[config.mk]
export PLATFORM = sky130hd
export DESIGN_NAME = ssc_profile_gen
export DESIGN_NICKNAME = d
export VERILOG_FILES = /design/src/rtl/ssc_pkg.sv /design/src/rtl/ssc_shape_lut.sv /design/src/rtl/ssc_period_timer.sv /design/src/rtl/ssc_profile_gen.sv
export SDC_FILE = /design/constraint.sdc
export NUM_CORES = 1
export LEC_CHECK = 0
export BUFFER_PORTS_ARGS = -buffer_cell sky130_fd_sc_hd__clkbuf_2
export CORE_ASPECT_RATIO = 1.5
export CORE_MARGIN = 10
export CORE_UTILIZATION = 40
export CTS_CLUSTER_DIAMETER = 150
export DETAILED_ROUTE_END_ITERATION = 8
export PLACE_DENSITY_LB_ADDON = 0.05
export SYNTH_ARGS = -nofsm -noshare
export SYNTH_HDL_FRONTEND = slang
export SYNTH_SLANG_ARGS = --single-unit
[constraint.sdc]
create_clock -name clk -period 12.75 [get_ports clk]
set_input_delay 2.55 -clock clk [delete_from_list [all_inputs] [get_ports clk]]
set_output_delay 2.55 -clock clk [all_outputs]
set_load 0.05 [all_outputs]
[src/rtl/ssc_pkg.sv]
package ssc_pkg;
  localparam int QSEGS = 16;        // segments per quarter sweep
  localparam int NSEG  = 4 * QSEGS; // segments per period
  localparam int FRAC  = 12;        // shape full scale = 2^FRAC

  typedef struct packed {
    logic [1:0] spread;
    logic [1:0] range;
    logic       center;
    logic       mod_off;
  } ssc_cfg_t;
endpackage

[src/rtl/ssc_shape_lut.sv]
module ssc_shape_lut #(
  parameter int QSEGS = 16,
  parameter int FRAC  = 12,
  parameter int K_W   = $clog2(QSEGS + 1)
) (
  input  logic [K_W-1:0] k,
  output logic [FRAC:0]  level
);
  // Cumulative sum of odd-weighted slopes: level(k) = k^2 / QSEGS^2 of full scale
  logic [FRAC:0] tbl [0:QSEGS];

  for (genvar i = 0; i <= QSEGS; i++) begin : g_lvl
    assign tbl[i] = (FRAC+1)'((i * i * (1 << FRAC)) / (QSEGS * QSEGS));
  end

  always_comb begin
    if (int'(k) <= QSEGS) level = tbl[k];
    else                  level = tbl[QSEGS];
  end

  always_comb begin
    assert (level <= (FRAC+1)'(1 << FRAC))
      else $error("assert_shape_bound_R7 failed");
  end
endmodule

[src/rtl/ssc_period_timer.sv]
module ssc_period_timer #(
  parameter int CNT_W = 12,
  parameter int NSEG  = 64,
  parameter int SEG_W = $clog2(NSEG)
) (
  input  logic             clk,
  input  logic             rst,
  input  logic [CNT_W-1:0] period,
  output logic [CNT_W-1:0] cnt_q,
  output logic [SEG_W-1:0] seg_q,
  output logic [SEG_W-1:0] seg_nxt,
  output logic             last
);
  logic [CNT_W:0]   acc_q, acc_sum, acc_nxt;
  logic [CNT_W-1:0] cnt_nxt;

  always_comb begin
    last    = (cnt_q == period - 1'b1);
    acc_sum = acc_q + (CNT_W+1)'(NSEG);
    if (rst || last) begin
      cnt_nxt = '0;
      acc_nxt = '0;
      seg_nxt = '0;
    end else begin
      cnt_nxt = cnt_q + 1'b1;
      if (acc_sum >= {1'b0, period}) begin
        acc_nxt = acc_sum - {1'b0, period};
        seg_nxt = seg_q + 1'b1;
      end else begin
        acc_nxt = acc_sum;
        seg_nxt = seg_q;
      end
    end
  end

  always_ff @(posedge clk) begin
    cnt_q <= cnt_nxt;
    acc_q <= acc_nxt;
    seg_q <= seg_nxt;
  end

  assert_cnt_range_R5: assert property (@(posedge clk) disable iff (rst)
    cnt_q < period);
  assert_wrap_R5: assert property (@(posedge clk) disable iff (rst)
    last |=> (cnt_q == '0) && (seg_q == '0));
  assert_seg_step_R7: assert property (@(posedge clk) disable iff (rst)
    !last |=> (seg_q == $past(seg_q)) || (seg_q == SEG_W'($past(seg_q) + 1'b1)));
  assert_last_seg_R7: assert property (@(posedge clk) disable iff (rst)
    last |-> (seg_q == SEG_W'(NSEG - 1)));
endmodule

[src/rtl/ssc_profile_gen.sv]
module ssc_profile_gen #(
  parameter int PERIOD_LOW  = 750,
  parameter int PERIOD_MID  = 1500,
  parameter int PERIOD_HIGH = 3000,
  parameter int HALF_LSB0   = 410,
  parameter int OFS_W       = 16
) (
  input  logic                    clk,
  input  logic                    rst,
  input  logic [1:0]              spread_sel,
  input  logic [1:0]              range_sel,
  input  logic                    center_mode,
  input  logic                    mod_off,
  output logic signed [OFS_W-1:0] offset
);
  import ssc_pkg::*;

  localparam int CNT_W = $clog2(PERIOD_HIGH + 1);
  localparam int SEG_W = $clog2(NSEG);
  localparam int K_W   = $clog2(QSEGS + 1);
  localparam int PRD_W = FRAC + OFS_W + 2;

  ssc_cfg_t cfg_q, cfg_in, cfg_nxt;
  logic [CNT_W-1:0] period, cnt_q;
  logic [SEG_W-1:0] seg_q, seg_nxt;
  logic             last;

  logic [SEG_W-2:0]         m;
  logic [K_W-1:0]           k;
  logic [FRAC:0]            level;
  logic                     pos;
  logic signed [OFS_W:0]    h_nxt, h_cur, mag, val;
  logic [PRD_W-1:0]         prod;
  logic signed [OFS_W-1:0]  offset_q;

  assign cfg_in  = '{spread: spread_sel, range: range_sel,
                     center: center_mode, mod_off: mod_off};
  // Settings enter only at a period boundary or in reset
  assign cfg_nxt = (rst || last) ? cfg_in : cfg_q;

  always_comb begin
    case (cfg_q.range)
      2'b00:   period = CNT_W'(PERIOD_LOW);
      2'b01:   period = CNT_W'(PERIOD_MID);
      default: period = CNT_W'(PERIOD_HIGH);
    endcase
  end

  ssc_period_timer #(.CNT_W(CNT_W), .NSEG(NSEG), .SEG_W(SEG_W)) u_timer (
    .clk(clk), .rst(rst), .period(period),
    .cnt_q(cnt_q), .seg_q(seg_q), .seg_nxt(seg_nxt), .last(last)
  );

  // Fold segment index into distance k from band centre and a sign
  always_comb begin
    m   = seg_nxt[SEG_W-2:0];
    if (int'(m) < QSEGS) k = K_W'(QSEGS - int'(m));
    else                 k = K_W'(int'(m) - QSEGS);
    pos = (seg_nxt[SEG_W-1] == seg_nxt[SEG_W-2]);
  end

  ssc_shape_lut #(.QSEGS(QSEGS), .FRAC(FRAC), .K_W(K_W)) u_shape (
    .k(k), .level(level)
  );

  assign h_nxt = (OFS_W+1)'(HALF_LSB0) <<< cfg_nxt.spread;
  assign h_cur = (OFS_W+1)'(HALF_LSB0) <<< cfg_q.spread;

  always_comb begin
    prod = PRD_W'(level) * PRD_W'($unsigned(h_nxt));
    mag  = (OFS_W+1)'(prod >> FRAC);
    val  = pos ? mag : -mag;
    if (!cfg_nxt.center) val = val - h_nxt;
    if (cfg_nxt.mod_off) val = cfg_nxt.center ? h_nxt : '0;
  end

  always_ff @(posedge clk) begin
    cfg_q    <= cfg_nxt;
    offset_q <= val[OFS_W-1:0];
  end

  assign offset = offset_q;

  assert_band_center_R2: assert property (@(posedge clk) disable iff (rst)
    (cfg_q.center && !cfg_q.mod_off) |-> (offset_q >= -h_cur) && (offset_q <= h_cur));
  assert_band_down_R3: assert property (@(posedge clk) disable iff (rst)
    (!cfg_q.center && !cfg_q.mod_off) |-> (offset_q >= -(h_cur <<< 1)) && (offset_q <= 0));
  assert_park_R4: assert property (@(posedge clk) disable iff (rst)
    cfg_q.mod_off |-> (offset_q == (cfg_q.center ? h_cur : '0)));
  assert_start_top_R6: assert property (@(posedge clk) disable iff (rst)
    (cnt_q == '0) |-> (offset_q == (cfg_q.center ? h_cur : '0)));
  assert_cfg_hold_R9: assert property (@(posedge clk) disable iff (rst)
    !last |=> $stable(cfg_q));
endmodule

==> results_dict.tcl <==
set metrics [dict create \
    r2r_start "cfg_q[3]" \
    synthToLayoutAreaGrowth_pct 6.763 \
    ioPinCount 24 \
    vias 5858 \
    synth-edff-count 2 \
    min_to "u_timer.acc_q[5]" \
    io_buffers 23 \
    final_antenna_net_count 0 \
    grt_max_degree 30 \
    hpwl_microns 15340 \
    drc 0 \
    p_leak_nw 3.603 \
    place_worst_setup_slack_ps 1208 \
    hold_viol_final 0 \
    tns_ps 0 \
    min_period_ps 11430 \
    hold_depth 2 \
    setup_viol 0 \
    hp-class "reg2reg" \
    cts_setup_buffers 0 \
    fin_nets 1019 \
    clock_latency_ps 300 \
    die_h_microns 183.0 \
    num_rows 59 \
    die_width_microns 128.7 \
    cts_tree "yes" \
    slew_violations 0 \
    grt_overflow 0 \
    syn_area_sq_mm 0.007086 \
    worstMarginPinSlew_ps 904.5 \
    first_pass_iters 5 \
    routedWlPerCell_microns 17.01 \
    rrSetupSlack_ps 1320 \
    ir_worst_vdd_v 0.0001289 \
    fmax_mhz 87.51 \
    first_global_vias 6238 \
    synthFlopType "dfxtp_1" \
    synthDistinctLibCells 86 \
    path_max_fanout 15 \
    cts_buffers 5 \
    synth_top_area_frac 0.1625 \
    status "completed" \
    diodes 0 \
    arrival_ps 11670 \
    async_flop_share 0 \
    cts.path.max_buffers 2 \
    synth_top_area_cell "ha_1" \
    initial_core_util 0.4084 \
    r2r-end "offset[14]" \
    htree_levels 2 \
    required_ps 13000 \
    viasPerCell 5.434 \
    antenna_found_initial 0 \
    dieArea_sq_mm 0.02355 \
    cts_hold_buffers 0 \
    drt_wl_total_microns 18340 \
    critPathLaunchType "flip-flop" \
    syn_area_per_cell_sq_um 8.326 \
    place_congestion 0.8996 \
    ys_warn_count 0 \
    r2r_cells 39 \
    relSlewSlack 0.3851 \
    period_share 0.8962 \
    power.density_mw_per_mm2 218.5 \
    final_common_cell "nor2_1" \
    critPathLaunch "cfg_q[3]" \
    numClockSinks 52 \
    seq_area_frac_synth 0.1497 \
    slowest_stage "xor2_1" \
    coreArea_sq_mm 0.01735 \
    clock-skew-final_ps 7.954 \
    endpoint_kind "flip-flop" \
    synth-seq-cells 52 \
    min-delay-start "u_timer.acc_q[5]" \
    clk_pin_slew_ps 70 \
    grt_pass1_wl_microns 31190 \
    drv_cap 0 \
    rsz0062_at_grt "false" \
    critPathKind "reg2reg" \
    cpPeakStageDelay_ps 590 \
    cts_root_buffer "clkbuf_16" \
    final_cell_mix "nor2_1 (119), inv_1 (95), ha_1 (92), fa_1 (55), nand2_1 (54)" \
    grt_util_all_layers 0.1613 \
    cp_common_cell "ha_1" \
    cts.repair.resized 0 \
    synth_cells 851 \
    synth_area_leaders "ha_1 (16%), fa_1 (16%), dfxtp_1 (14%), nor2_1 (6.3%), inv_1 (5.0%)" \
    drt_iter0_markers 249 \
    layout-drive-gt1-share 0.07977 \
    final.fill_count 1750 \
    finalWorstSetupSlack_ps 1323 \
]
-- worst max-delay path, delay by kind of cell, from the launching register on --
kind / cells / cell delay [ps]
AOI/OAI and AO/OA: 10 / 2880
DFF: 1 / 580
and+or+nand+nor: 13 / 2830
buffers and inverters: 4 / 340
adders and majority gates: 9 / 3690
xor gates and xnor gates: 2 / 840
muxes: 1 / 220
-- area by class of cell --
cell class | instances | area, sq um | share of cell area
clock buffers | 5 | 125.1 | 0.01654
clock inverters | 3 | 25.02 | 0.003308
inverters | 99 | 371.6 | 0.04912
multi-input cells | 677 | 5555 | 0.7344
flip-flops and latches | 52 | 1061 | 0.1403
well taps | 213 | 266.5 | 0.03523
repair buffers | 29 | 160.2 | 0.02117
-- metal layers --
metal | wire length (microns) | global-route usage | vias up
li1 | - | - | 2925
met1 | 7215 | 0.1718 | 2825
met2 | 10020 | 0.3058 | 80
met3 | 310 | 0.01415 | 28
met4 | 793 | 0.07727 | 0
met5 | 0 | 0 | -
-- Yosys cell counts, types with 15 or more instances --
library cell  count
o21ai_0          33
xor2_1           26
nor2_1          119
ha_1             92
dfxtp_1          50
nor3_1           17
nand2b_1         15
a21oi_1          38
fa_1             55
nand3_1          17
xnor2_1          37
inv_1            95
nand2_1          54
-- stage by stage --
step           hold slack (ps)  instances  utilization  area (sq um)  total power, W
6_report                 468.5       1078       0.4361          7565        0.001653
3_3_place_gp             449.9       1070       0.4274          7415        0.001503
3_5_place_dp             460.0       1070       0.4274          7415        0.001513
5_1_grt                  485.0       1078       0.4361          7565        0.001828
4_1_cts                  469.6       1078       0.4361          7565        0.001665
2_1_floorplan            421.6        852            -          7089        0.001255
-- report_power, final --
| part | switching (W) | internal (W) | total, W |
|---|---|---|---|
| clock network | 0.0000667 | 0.0000744 | 0.000141 |
| registers | 0.0000242 | 0.000205 | 0.000229 |
| logic | 0.000792 | 0.000490 | 0.00128 |
| total | 0.000883 | 0.000770 | 0.00165 |
-- registers in the layout, summed over array words and instances, names as in the netlist --
signal and flops:
u_timer.seg_q 6, u_timer.cnt_q 12, u_timer.acc_q 12, offset 16, cfg_q 6
-- cell families after synthesis --
family / share of synthesized area
DFF: 0.1497
other: 0.0005292
muxes: 0.02384
xor gates and xnor gates: 0.07787
adders and majority gates: 0.3179
AOI/OAI and AO/OA: 0.1644
buffers and inverters: 0.06675
and+or+nand+nor: 0.1990
-- worst max-delay path by stage --
| stage | end |
|---|---|
| after floorplan | offset[14] |
| final | offset[14] |
| after global placement | offset[14] |
| after global routing | offset[14] |
| after detailed placement | offset[14] |
| after CTS | offset[14] |
Power figures use the tool's default switching activity.
